`src/rtl/cumtone_window.sv`:
```
module cumtone_window #(
  parameter int WIN_HI = 24,
  parameter int THR_HI = 20,
  parameter int WIN_LO = 18,
  parameter int THR_LO = 15
) (
  input  logic clk,
  input  logic rst_n,
  input  logic sys_12k,
  input  logic pkt_stb,
  input  logic pkt_good,
  output logic tone_n
);
  localparam int WMAX = (WIN_HI > WIN_LO) ? WIN_HI : WIN_LO;
  localparam int CW   = $clog2(WMAX + 1);

  logic [WMAX-1:0] hist;
  logic [CW-1:0]   good_cnt;
  logic [CW-1:0]   cnt_nx;
  logic [CW-1:0]   win;
  logic [CW-1:0]   thr;
  logic            sys_q;
  logic            drop;

  assign win    = sys_q ? CW'(WIN_LO) : CW'(WIN_HI);
  assign thr    = sys_q ? CW'(THR_LO) : CW'(THR_HI);
  assign drop   = sys_q ? hist[WIN_LO-1] : hist[WIN_HI-1];
  assign cnt_nx = good_cnt + CW'(pkt_good) - CW'(drop);

  always_ff @(posedge clk) begin
    if (!rst_n) begin
      hist     <= '0;
      good_cnt <= '0;
      tone_n   <= 1'b1;
      sys_q    <= sys_12k;
    end else if (sys_12k != sys_q) begin
      sys_q    <= sys_12k;
      hist     <= '0;
      good_cnt <= '0;
      tone_n   <= 1'b1;
    end else if (pkt_stb) begin
      hist     <= {hist[WMAX-2:0], pkt_good};
      good_cnt <= cnt_nx;
      if (cnt_nx >= thr)
        tone_n <= 1'b0;
      else if ((win - cnt_nx) >= thr)
        tone_n <= 1'b1;
    end
  end
endmodule


```
`config.mk`:
```
export PLATFORM = sky130hd
export DESIGN_NAME = cumtone_window
export DESIGN_NICKNAME = d
export VERILOG_FILES = /design/src/rtl/cumtone_window.sv
export SDC_FILE = /design/constraint.sdc
export NUM_CORES = 1
export LEC_CHECK = 0
export ABC_AREA = 1
export BUFFER_PORTS_ARGS = -buffer_cell sky130_fd_sc_hd__buf_2
export CORE_UTILIZATION = 40
export DETAILED_ROUTE_END_ITERATION = 6
export GPL_TIMING_DRIVEN = 1
export PLACE_DENSITY = 0.56
export SKIP_CTS_REPAIR_TIMING = 1
export SYNTH_ARGS = -nofsm -noshare
export SYNTH_HDL_FRONTEND = slang
export SYNTH_SLANG_ARGS = --single-unit
export TNS_END_PERCENT = 5
```
`constraint.sdc`:
```
create_clock -name clk -period 6.9 [get_ports clk]
set_input_delay 0 -clock clk [delete_from_list [all_inputs] [get_ports clk]]
set_output_delay 0 -clock clk [all_outputs]
set_load 0.05 [all_outputs]
```
Yosys cells after proc, flatten, opt, wreduce, memory -nomap -nowiden. Cells that the tools add are included.

Register bits after elaboration: 31. Latch bits: 0. Memory bits (writable): 0. Bits in read-only memories: 0. Input bits: 5. Output and inout bits: 1. Word-level logic and storage cells: 22. Memories kept: 0.

Add/subtract/negate cells: 3. $mul: 0. Divide/modulo/power cells: 0. Order comparisons: 2. Eq/ne operators: 2. Shift-type cells: 0. Muxes and demuxes: 7. Bitwise operators: 1. Reduce and logical (&&, ||, !) cells: 3.

Operator list (number): $ge A5 B5 Y1 (2); $add A5 B1 Y5 (1); $mux W1 (5); $mux W5 (1); $sub A5 B1 Y5 (1); $sub A5 B5 Y5 (1); $mux W4 (1); $ne A2 B1 Y1 const B (1); $reduce_and A2 Y1 (1); $reduce_bool A2 Y1 (1); $reduce_or A2 Y1 (1); $ne A1 B1 Y1 (1); $not A1 Y1 (1).

Logic depth before layout (Yosys ltp). Gate-level depths: netlist of run 1.

Depth after elaboration: 6. Gate-level depth with buffers: 23. Gate-level depth less buffers: 23.

Worst setup path after synthesis of run 1. No wires, ideal clock.

Path type: flip-flop to flip-flop. From: register sys_q. To: register tone_n. Setup time: 0.116 ns. Data arrival time: 3.151 ns. Data required time: 6.784 ns. Slack: 3.633 ns. Stages on the path, launching flop included: 23. Buffers on the path: 0. Period minus slack after synthesis: 3.267 ns. Cells stage by stage: edfxtp_1 inv_2 nand2_1 nand2_1 ha_1 inv_1 ha_1 inv_1 fa_1 inv_1 ha_1 a21oi_1 or2_1 xor2_1 ha_1 nand2_1 a21oi_1 nand2_1 nand2_1 nand2_1 nand2_1 nand2_1 nand2_1.

Longest elaborated chain between the ends: 6. Elaborated cells between the ends (all ways): 12. Those cells by class: add/sub: 2; order compare: 2; eq/ne: 1; mux: 4; reduce/logical: 3.

Ends and longest elaborated chain: start: declaration (RTL line 22) `logic sys_q;`; start signal: assignment (RTL line 35) `sys_q <= sys_12k;`; start signal: assignment (RTL line 37) `sys_q <= sys_12k;`; $mux W1 * (RTL line 27) `assign drop = sys_q ? hist[WIN_LO-1] : hist[WIN_HI-1];`; $sub A5 B1 Y5 * (RTL line 28) `assign cnt_nx = good_cnt + CW'(pkt_good) - CW'(drop);`; named net cnt_nx[1] (RTL line 19) `logic [CW-1:0] cnt_nx;`; $sub A5 B5 Y5 (RTL line 46) `else if ((win - cnt_nx) >= thr)`; $ge A5 B5 Y1 (RTL line 46); $reduce_bool A2 Y1 (no line); $reduce_and A2 Y1 (no line); end signal: assignment (RTL line 40) `tone_n <= 1'b1;`; end signal: assignment (RTL line 45) `tone_n <= 1'b0;`; end signal: assignment (RTL line 47) `tone_n <= 1'b1;`; end: declaration (RTL line 12) `output logic tone_n`.

The timed path passes the listed nets; every way through them passes the cells marked *. A chain may end at the register's enable or synchronous reset.

Worst setup path after layout of run 1. Same ends and word-level chain as after synthesis.

==> results.json, run 1 <==
{
  "status": "finished, violations left",
  "violations": "negative hold slack",
  "num_vias": 1220,
  "avgSynthCellArea_um2": 7.60,
  "crit_path_max_fanout": 8,
  "slew_headroom_pct": 60.7,
  "async_reset_ff_share_pct": 0,
  "fp-row-count": 22,
  "syn-num-nets": 236,
  "ys_ff_latch": 31,
  "h-tree-depth": 2,
  "synth_top_cell_by_area": "dfxtp_1",
  "cp-end-kind": "register",
  "grt_pass1_vias": 1152,
  "start_util_pct": 43.0,
  "path_class": "register to register",
  "dpl-instance-area_um2": 1660,
  "post-route-util_pct": 46.2,
  "crit_required_ns": 7.13,
  "cp.arrival_ns": 3.80,
  "drt-vias-per-instance": 4.55,
  "drt_iter0_drc": 86,
  "yosysMostFrequentCell": "nand2_1",
  "antenna_cells": 0,
  "rsz0062_at_grt": "no",
  "die-area_um2": 4340,
  "setup_ws_ns": 3.32,
  "grt_max_degree": 34,
  "insertion_delay_ns": 0.28,
  "post-route-period-util_pct": 51.8,
  "chipHeight_um": 65.9,
  "ys_warn_count": 0,
  "pre_cts_ws_ns": 3.32,
  "setup_viol": 0,
  "cts-root-buf": "clkbuf_8",
  "syn2layout_area_growth_pct": 7.43,
  "drc": 0,
  "fmax_mhz": 280,
  "place_hpwl_mm": 1.90,
  "synth_area_um2": 1630,
  "place_congestion": 0.797,
  "clock-sinks": 31,
  "synthTopCellsByCount": "73 x nand2_1, 30 x dfxtp_1, 24 x a21oi_1, 24 x inv_1, 14 x ha_1",
  "irDropWorstVdd_v": 0.000111,
  "synth_cell_types": 24,
  "startpoint_type": "register",
  "grtUsageTotal_pct": 15.6,
  "finalSetupTns_ns": 0,
  "gr-total-overflow": 0,
  "nets": 240,
  "yosys-top-cells-area": "dfxtp_1 37%, nand2_1 17%, ha_1 11%, a21oi_1 7.4%, inv_1 5.5%",
  "ant_nets": 0,
  "final_cell_area_um2": 1760,
  "period_needed_ns": 3.58,
  "worst_slew_pin_slew_ns": 0.590,
  "finalHoldViolCount": 1,
  "io_pins": 6,
  "drv_cap": 0,
  "drive_above_1_share_pct": 11.8,
  "firstDrtPassIters": 4,
  "synth_top_area_share_pct": 36.8,
  "ys.flop_type": "dfxtp_1",
  "port_buffers": 5,
  "clock_skew_ns": 0.00322,
  "routedWlPerCell_um": 10.8,
  "p_leak_nw": 0.737,
  "syn_inst": 215,
  "antenna_found_initial": 0,
  "die_x_um": 65.9,
  "ys_seq_area_share_pct": 38.6,
  "slew_viol_final": 0,
  "cts.path.max_buffers": 2,
  "cts_inserted_buffers": 5,
  "coreArea_um2": 3800,
  "clk_pin_slew_ns": 0.06,
  "totalWireLength_mm": 2.88,
  "hold_slack_ns": -0.00904,
  "grt_first_pass_wirelength_mm": 5.13,
  "power_uw": 395,
  "synth-edff-count": 1,
  "cts_tree": "done",
  "nFillCells": 379,
  "hold_path_class": "input port to register",
  "power_density_nw_per_um2": 225
}
[final timing paths]
kind	cells past startpoint	slack, ns	startpoint	end
max	22	3.32	sys_q	tone_n
min	3	-0.009	pkt_good	hist[0]
max reg2reg	22	3.32	sys_q	tone_n
min reg2reg	2	0.46	hist[16]	hist[16]
[kinds of logic after synthesis]
kind of cell,Yosys count,share of synthesized area (%)
AND/OR/NAND/NOR,87,21.0
AO/OA/AOI/OAI,40,15.0
buffers and inverters,36,9.57
flip-flops,31,38.6
adder cells (fa/ha/maj),16,13.2
XOR/XNOR,5,2.68
[flip-flops by register name, summed over array words and instances (netlist names)]
signal / count
sys_q: 1
good_cnt: 5
tone_n: 1
hist: 24
[placed cells by master, fill, tap and decap left out, drive strengths merged]
cell type    synthesis  layout
fa                   2       2
a21o                 1       1
nand4                2       2
a21oi               34      34
nand2               74      74
o21ai                3       3
nand3                3       3
clkinv               0       1
o21bai               2       2
xnor2                1       1
or2                  1       1
inv                 27      27
dlygate4sd3          0       1
buf                  7       5
nor2                 7       7
ha                  14      14
dfxtp               30      30
clkbuf               2       7
edfxtp               1       1
xor2                 4       4
[per-stage QoR]
step	hold WS [ns]	std cells
final	-0.00904	268
after global routing	0.00265	268
after CTS	-0.0745	267
after detailed placement	0.225	259
after global placement	0.223	259
after floorplan	0.0989	215
[cell type report]
cell class / instances / area, µm² / area share (%)
Clock buffer: 7 / 76.3 / 4.35
Tap cell: 48 / 60.1 / 3.42
Sequential cell: 31 / 631 / 35.9
Multi-Input combinational cell: 148 / 847 / 48.3
Inverter: 27 / 101 / 5.77
Timing Repair Buffer: 6 / 35.0 / 2.00
Clock inverter: 1 / 5.00 / 0.285
[power breakdown]
part           internal [mW]  total [mW]  leakage, nW  switching [mW]
registers              0.183       0.185        0.252         0.00243
logic                 0.0274      0.0739        0.442          0.0465
clock network         0.0707       0.136       0.0422          0.0656
[metal layers]
layer  vias to the layer above  wire, µm  part of all wire (%)  track usage, %
li1                        678         -                     -               -
met1                       528      1570                    55            20.7
met2                        12      1200                    41            23.0
met3                         2        93                   3.2            4.14
met4                         0        19                  0.66            8.15
met5                         -         0                     0               0
[critical path: stages, from the launching register on]
cell	delay, ns
edfxtp_1	0.53
inv_2	0.15
nand2_1	0.09
nand2_1	0.05
ha_1	0.26
inv_1	0.05
ha_1	0.15
inv_1	0.05
fa_1	0.55
inv_1	0.08
ha_1	0.32
a21oi_1	0.08
or2_1	0.23
xor2_1	0.14
ha_1	0.28
nand2_1	0.05
a21oi_1	0.13
nand2_1	0.07
nand2_1	0.05
nand2_1	0.04
nand2_1	0.08
nand2_1	0.04
nand2_1	0.04
Power figures use the tool's default switching activity.
==> inputs of run 2 (changes only) <==
PLACE_DENSITY = 0.58   (was 0.56)
clock period = 3.15 ns   (was 6.9 ns; I/O delays follow)
==> run 2 against run 1 <==
  * The run ends with negative setup slack left
  * Final cell count rose by 2.6%
  * Core utilization is 2.6 points higher
  * First-iteration DRC count fell by 26%
  * Setup slack got worse by 3.4 ns
  * Die area stayed put
  * Register-to-register slack got worse by 3.4 ns
==> results.json, run 2 (synthesis gave the netlist of run 1 again) <==
{
  "grt_max_degree": 34,
  "rsz0062_at_grt": "yes",
  "place_hpwl_mm": 1.96,
  "totalWireLength_mm": 2.90,
  "die-area_um2": 4340,
  "path_class": "register to register",
  "antenna_cells": 0,
  "grt_pass1_vias": 1214,
  "reg2reg_depth": 21,
  "fp-row-count": 22,
  "finalHoldViolCount": 0,
  "drt-vias-per-instance": 4.63,
  "min-delay-start": "rst_n",
  "power_density_nw_per_um2": 498,
  "p_leak_nw": 0.777,
  "syn2layout_area_growth_pct": 13.4,
  "period_needed_ns": 3.21,
  "reg.largest.list": "hist x24, good_cnt x5",
  "cts_tree": "done",
  "firstDrtPassIters": 4,
  "start_util_pct": 43.0,
  "final_common_cell": "nand2_1",
  "crit_required_ns": 3.37,
  "cp.arrival_ns": 3.43,
  "drv_cap": 0,
  "num_vias": 1272,
  "worst_slew_pin_slew_ns": 0.593,
  "clock-sinks": 31,
  "drive_above_1_share_pct": 17.6,
  "irDropWorstVdd_v": 0.000296,
  "nets": 247,
  "antenna_found_initial": 0,
  "r2r_start": "sys_q",
  "grt_first_pass_wirelength_mm": 5.20,
  "largest_reg_flops": 24,
  "routedWlPerCell_um": 10.6,
  "r2r-end": "tone_n",
  "finalSetupTns_ns": -0.0591,
  "regMostFlops": "hist",
  "insertion_delay_ns": 0.28,
  "cts-root-buf": "clkbuf_8",
  "drc": 0,
  "cts_inserted_buffers": 5,
  "status": "finished, violations left",
  "coreArea_um2": 3800,
  "stdcell_count": 275,
  "startpoint_type": "register",
  "fmax_mhz": 312,
  "crit_path_max_fanout": 3,
  "io_pins": 6,
  "reg2reg_setup_slack_ns": -0.06,
  "slew_headroom_pct": 60.5,
  "clock_skew_ns": 0.00422,
  "place_congestion": 0.759,
  "cp-startpoint": "sys_q",
  "cts.path.max_buffers": 2,
  "post-route-period-util_pct": 102,
  "min_to": "tone_n",
  "gr-total-overflow": 0,
  "cp-end-kind": "register",
  "die_x_um": 65.9,
  "violations": "negative setup slack",
  "setup_ws_ns": -0.0591,
  "drt_iter0_drc": 64,
  "chipHeight_um": 65.9,
  "hold_depth": 4,
  "clk_pin_slew_ns": 0.06,
  "port_buffers": 5,
  "hold_path_class": "input port to register",
  "ant_nets": 0,
  "h-tree-depth": 2,
  "place_inst": 264,
  "slew_viol_final": 0,
  "setup_viol": 1,
  "grtUsageTotal_pct": 15.7,
  "layout_common_cells": "73 x nand2_1, 30 x dfxtp_1, 23 x a21oi_1, 22 x inv_1, 12 x ha_1"
}
run 2: cell count changes in the layout (fill, tap and decap cells not counted), sizes merged:
cell,before,now
dlygate4sd3,1,2
clkinv,1,0
buf,5,11
inv,27,28
run 2: area by class of cell:
class / count / area (µm²)
clock buffers: 7 / 96.3
inverters: 27 / 101
well taps: 48 / 60.1
multi-input cells: 148 / 868
fillers: 413 / 1950
clock inverters: 1 / 6.26
flip-flops and latches: 31 / 631
repair buffers: 13 / 90.1
run 2: through the flow:
stage	total power, mW	setup slack, ns	utilization [%]	area (µm²)	hold WS [ns]
4_1_cts	0.927	-0.0875	47.5	1800	-0.0533
3_3_place_gp	0.582	-0.0167	44.8	1700	0.240
2_1_floorplan	0.547	-0.117	-	1630	0.0989
5_1_grt	0.981	-0.318	48.8	1850	0.0682
3_5_place_dp	0.582	-0.0685	44.8	1700	0.233
6_report	0.924	-0.0591	48.8	1850	0.0223
run 2: worst max-delay path, stage by stage (launching register included):
cell and delay [ns]:
edfxtp_1 0.43, nand2_1 0.08, nand2_1 0.05, ha_1 0.28, inv_1 0.06, ha_2 0.17
inv_2 0.04, fa_2 0.57, inv_2 0.06, ha_4 0.26, a21oi_2 0.04, or2_1 0.22
xor2_1 0.14, ha_1 0.28, nand2_1 0.04, a21oi_1 0.10, nand2_1 0.06, nand2_1 0.05
nand2_1 0.04, nand2_1 0.08, nand2_1 0.04, nand2_1 0.05
run 2: metal layers:
layer / up-vias / GRT usage, % / wire [µm]
li1: 692 / - / -
met1: 569 / 20.3 / 1560
met2: 7 / 24.9 / 1260
met3: 4 / 4.66 / 53
met4: 0 / 4.89 / 29
met5: - / 0 / 0
run 2: power breakdown:
| part | switching [mW] | total (mW) | internal (mW) |
|---|---|---|---|
| sequential | 0.00373 | 0.404 | 0.400 |
| combinational | 0.107 | 0.176 | 0.0691 |
| clock | 0.145 | 0.344 | 0.199 |
| total | 0.256 | 0.924 | 0.668 |
run 2: worst max path at each step:
stage	end	cells past startpoint
2_1_floorplan	tone_n	22
3_3_place_gp	tone_n	21
3_5_place_dp	tone_n	21
4_1_cts	tone_n	21
5_1_grt	tone_n	21
6_report	tone_n	21
==> inputs of run 3 (changes only) <==
CORE_UTILIZATION = 49   (was 40)
CTS_CLUSTER_SIZE = 40   (was unset)
PLACE_DENSITY = 0.68   (was 0.58)
clock period = 2.7 ns   (was 3.15 ns; I/O delays follow)
==> run 3 against run 2 <==
  * The run still ends with negative setup slack left
  * Via count increased by 2.5%
  * Sequential power increased by 16%
  * Flip-flop and latch count unchanged
  * Core utilization rose by 13 points
  * Clock power is 19% lower
  * Clock skew increased by 0.0019 ns
  * Wire length increased by 3.4%
  * Critical path type unchanged
  * Critical endpoint unchanged
==> results.json, run 3 (synthesis gave the netlist of run 1 again) <==
{
  "h-tree-depth": 2,
  "place_congestion": 0.813,
  "clk_pin_slew_ns": 0.09,
  "port_buffers": 5,
  "p_leak_nw": 0.820,
  "period_needed_ns": 3.26,
  "totalWireLength_mm": 3.00,
  "die_x_um": 59.7,
  "die-area_um2": 3570,
  "routed.top_layer": "met4",
  "insertion_delay_ns": 0.33,
  "cts-root-buf": "clkbuf_4",
  "pre_cts_ws_ns": -0.537,
  "largest_reg_flops": 24,
  "setup_ws_ns": -0.555,
  "grt_max_degree": 34,
  "cts.path.max_buffers": 2,
  "firstDrtPassIters": 4,
  "power_density_nw_per_um2": 517,
  "irDropWorstVdd_v": 0.000269,
  "grt_first_pass_wirelength_mm": 4.87,
  "drive_above_1_share_pct": 22.5,
  "cp-end-kind": "register",
  "finalHoldViolCount": 0,
  "regMostFlops": "hist",
  "power_uw": 990,
  "nets": 260,
  "syn2layout_area_growth_pct": 17.2,
  "violations": "negative setup slack",
  "finalSetupTns_ns": -0.555,
  "slowest_stage": "fa_2",
  "path_cells": "nand2_1 > nand2_1 > ha_1 > inv_1 > ha_2 > inv_2 > fa_2 > inv_2 > ha_4 > a21oi_2 > or2_1 > xor2_1 > ha_1 > nand2_2 > a21oi_2 > nand2_1 > nand2_1 > nand2_1 > nand2_1 > nand2_1 > nand2_1",
  "ant_nets": 0,
  "coreArea_um2": 3100,
  "hold_path_class": "input port to register",
  "start_util_pct": 52.7,
  "startpoint_type": "register",
  "critPathTopFamily": "adder cells",
  "place_hpwl_mm": 2.02,
  "max_stage_delay_ns": 0.58,
  "slew_headroom_pct": 60.4,
  "crit_required_ns": 2.97,
  "hold_slack_ns": 0.191,
  "chipHeight_um": 59.7,
  "setup_viol": 1,
  "met2WireLength_mm": 1.30,
  "final_common_cell": "nand2_1",
  "worst_slew_pin_slew_ns": 0.594,
  "drt_iter0_drc": 61,
  "crit_top_cell": "nand2_1",
  "status": "finished, violations left",
  "antenna_found_initial": 0,
  "drt-vias-per-instance": 4.59,
  "fp-row-count": 20,
  "rsz0062_at_grt": "yes",
  "reg.largest.list": "hist x24, good_cnt x5",
  "cts_inserted_buffers": 5,
  "grt_pass1_vias": 1091,
  "drv_cap": 0,
  "clock_skew_ns": 0.00616,
  "fmax_mhz": 307,
  "antenna_cells": 0,
  "final_cell_area_um2": 1910,
  "slew_viol_final": 0,
  "grtUsageTotal_pct": 18.7,
  "cp.arrival_ns": 3.53,
  "route.met3.wl_um": 64,
  "io_pins": 6,
  "gr-total-overflow": 0,
  "cts_tree": "done",
  "layout_common_cells": "72 x nand2_1, 30 x dfxtp_1, 22 x inv_1, 22 x a21oi_1, 18 x buf_4",
  "post-route-period-util_pct": 121,
  "num_vias": 1304,
  "drc": 0,
  "clock-sinks": 31,
  "routedWlPerCell_um": 10.6,
  "dpl-instance-area_um2": 1780,
  "crit_path_max_fanout": 3,
  "path_buf_inv": 3,
  "drt-met1-wl_mm": 1.59,
  "path_class": "register to register"
}
## run 3: layer usage
layer,global-route usage (%),vias to the layer above
met5,0,-
met4,8.97,0
met3,4.55,7
met2,26.8,10
met1,26.1,566
li1,-,721
## run 3: path summary, 6_finish.rpt
path | start | end | slack, ns | depth (start not counted)
max reg2reg | sys_q | tone_n | -0.56 | 21
min reg2reg | hist[0] | hist[0] | 0.47 | 2
max | sys_q | tone_n | -0.56 | 21
min | pkt_stb | hist[4] | 0.19 | 3
## run 3: stage by stage
stage | cells | util (%)
floorplan | 215 | -
global placement | 271 | 57.3
detailed placement | 271 | 57.3
CTS | 279 | 59.3
global route | 284 | 61.7
finish | 284 | 61.7
## run 3: worst register-to-register path, stage by stage, from the launching register on
cell and delay, ns:
edfxtp_1 0.44, nand2_1 0.08, nand2_1 0.05, ha_1 0.28, inv_1 0.06, ha_2 0.17, inv_2 0.04, fa_2 0.58
inv_2 0.06, ha_4 0.26, a21oi_2 0.04, or2_1 0.21, xor2_1 0.17, ha_1 0.30, nand2_2 0.05, a21oi_2 0.09
nand2_1 0.06, nand2_1 0.05, nand2_1 0.05, nand2_1 0.08, nand2_1 0.04, nand2_1 0.04
## run 3: where the power goes
group / switching (mW) / internal [mW]
registers: 0.00418 / 0.466
logic: 0.137 / 0.105
clock network: 0.152 / 0.126
total: 0.293 / 0.697
## run 3: final cells by class
class / instances / area, µm²
Timing Repair Buffer: 26 / 190
Fill cell: 296 / 1190
Multi-Input combinational cell: 148 / 877
Tap cell: 44 / 55.1
Sequential cell: 31 / 631
Clock inverter: 1 / 5.00
Clock buffer: 7 / 55.1
Inverter: 27 / 101
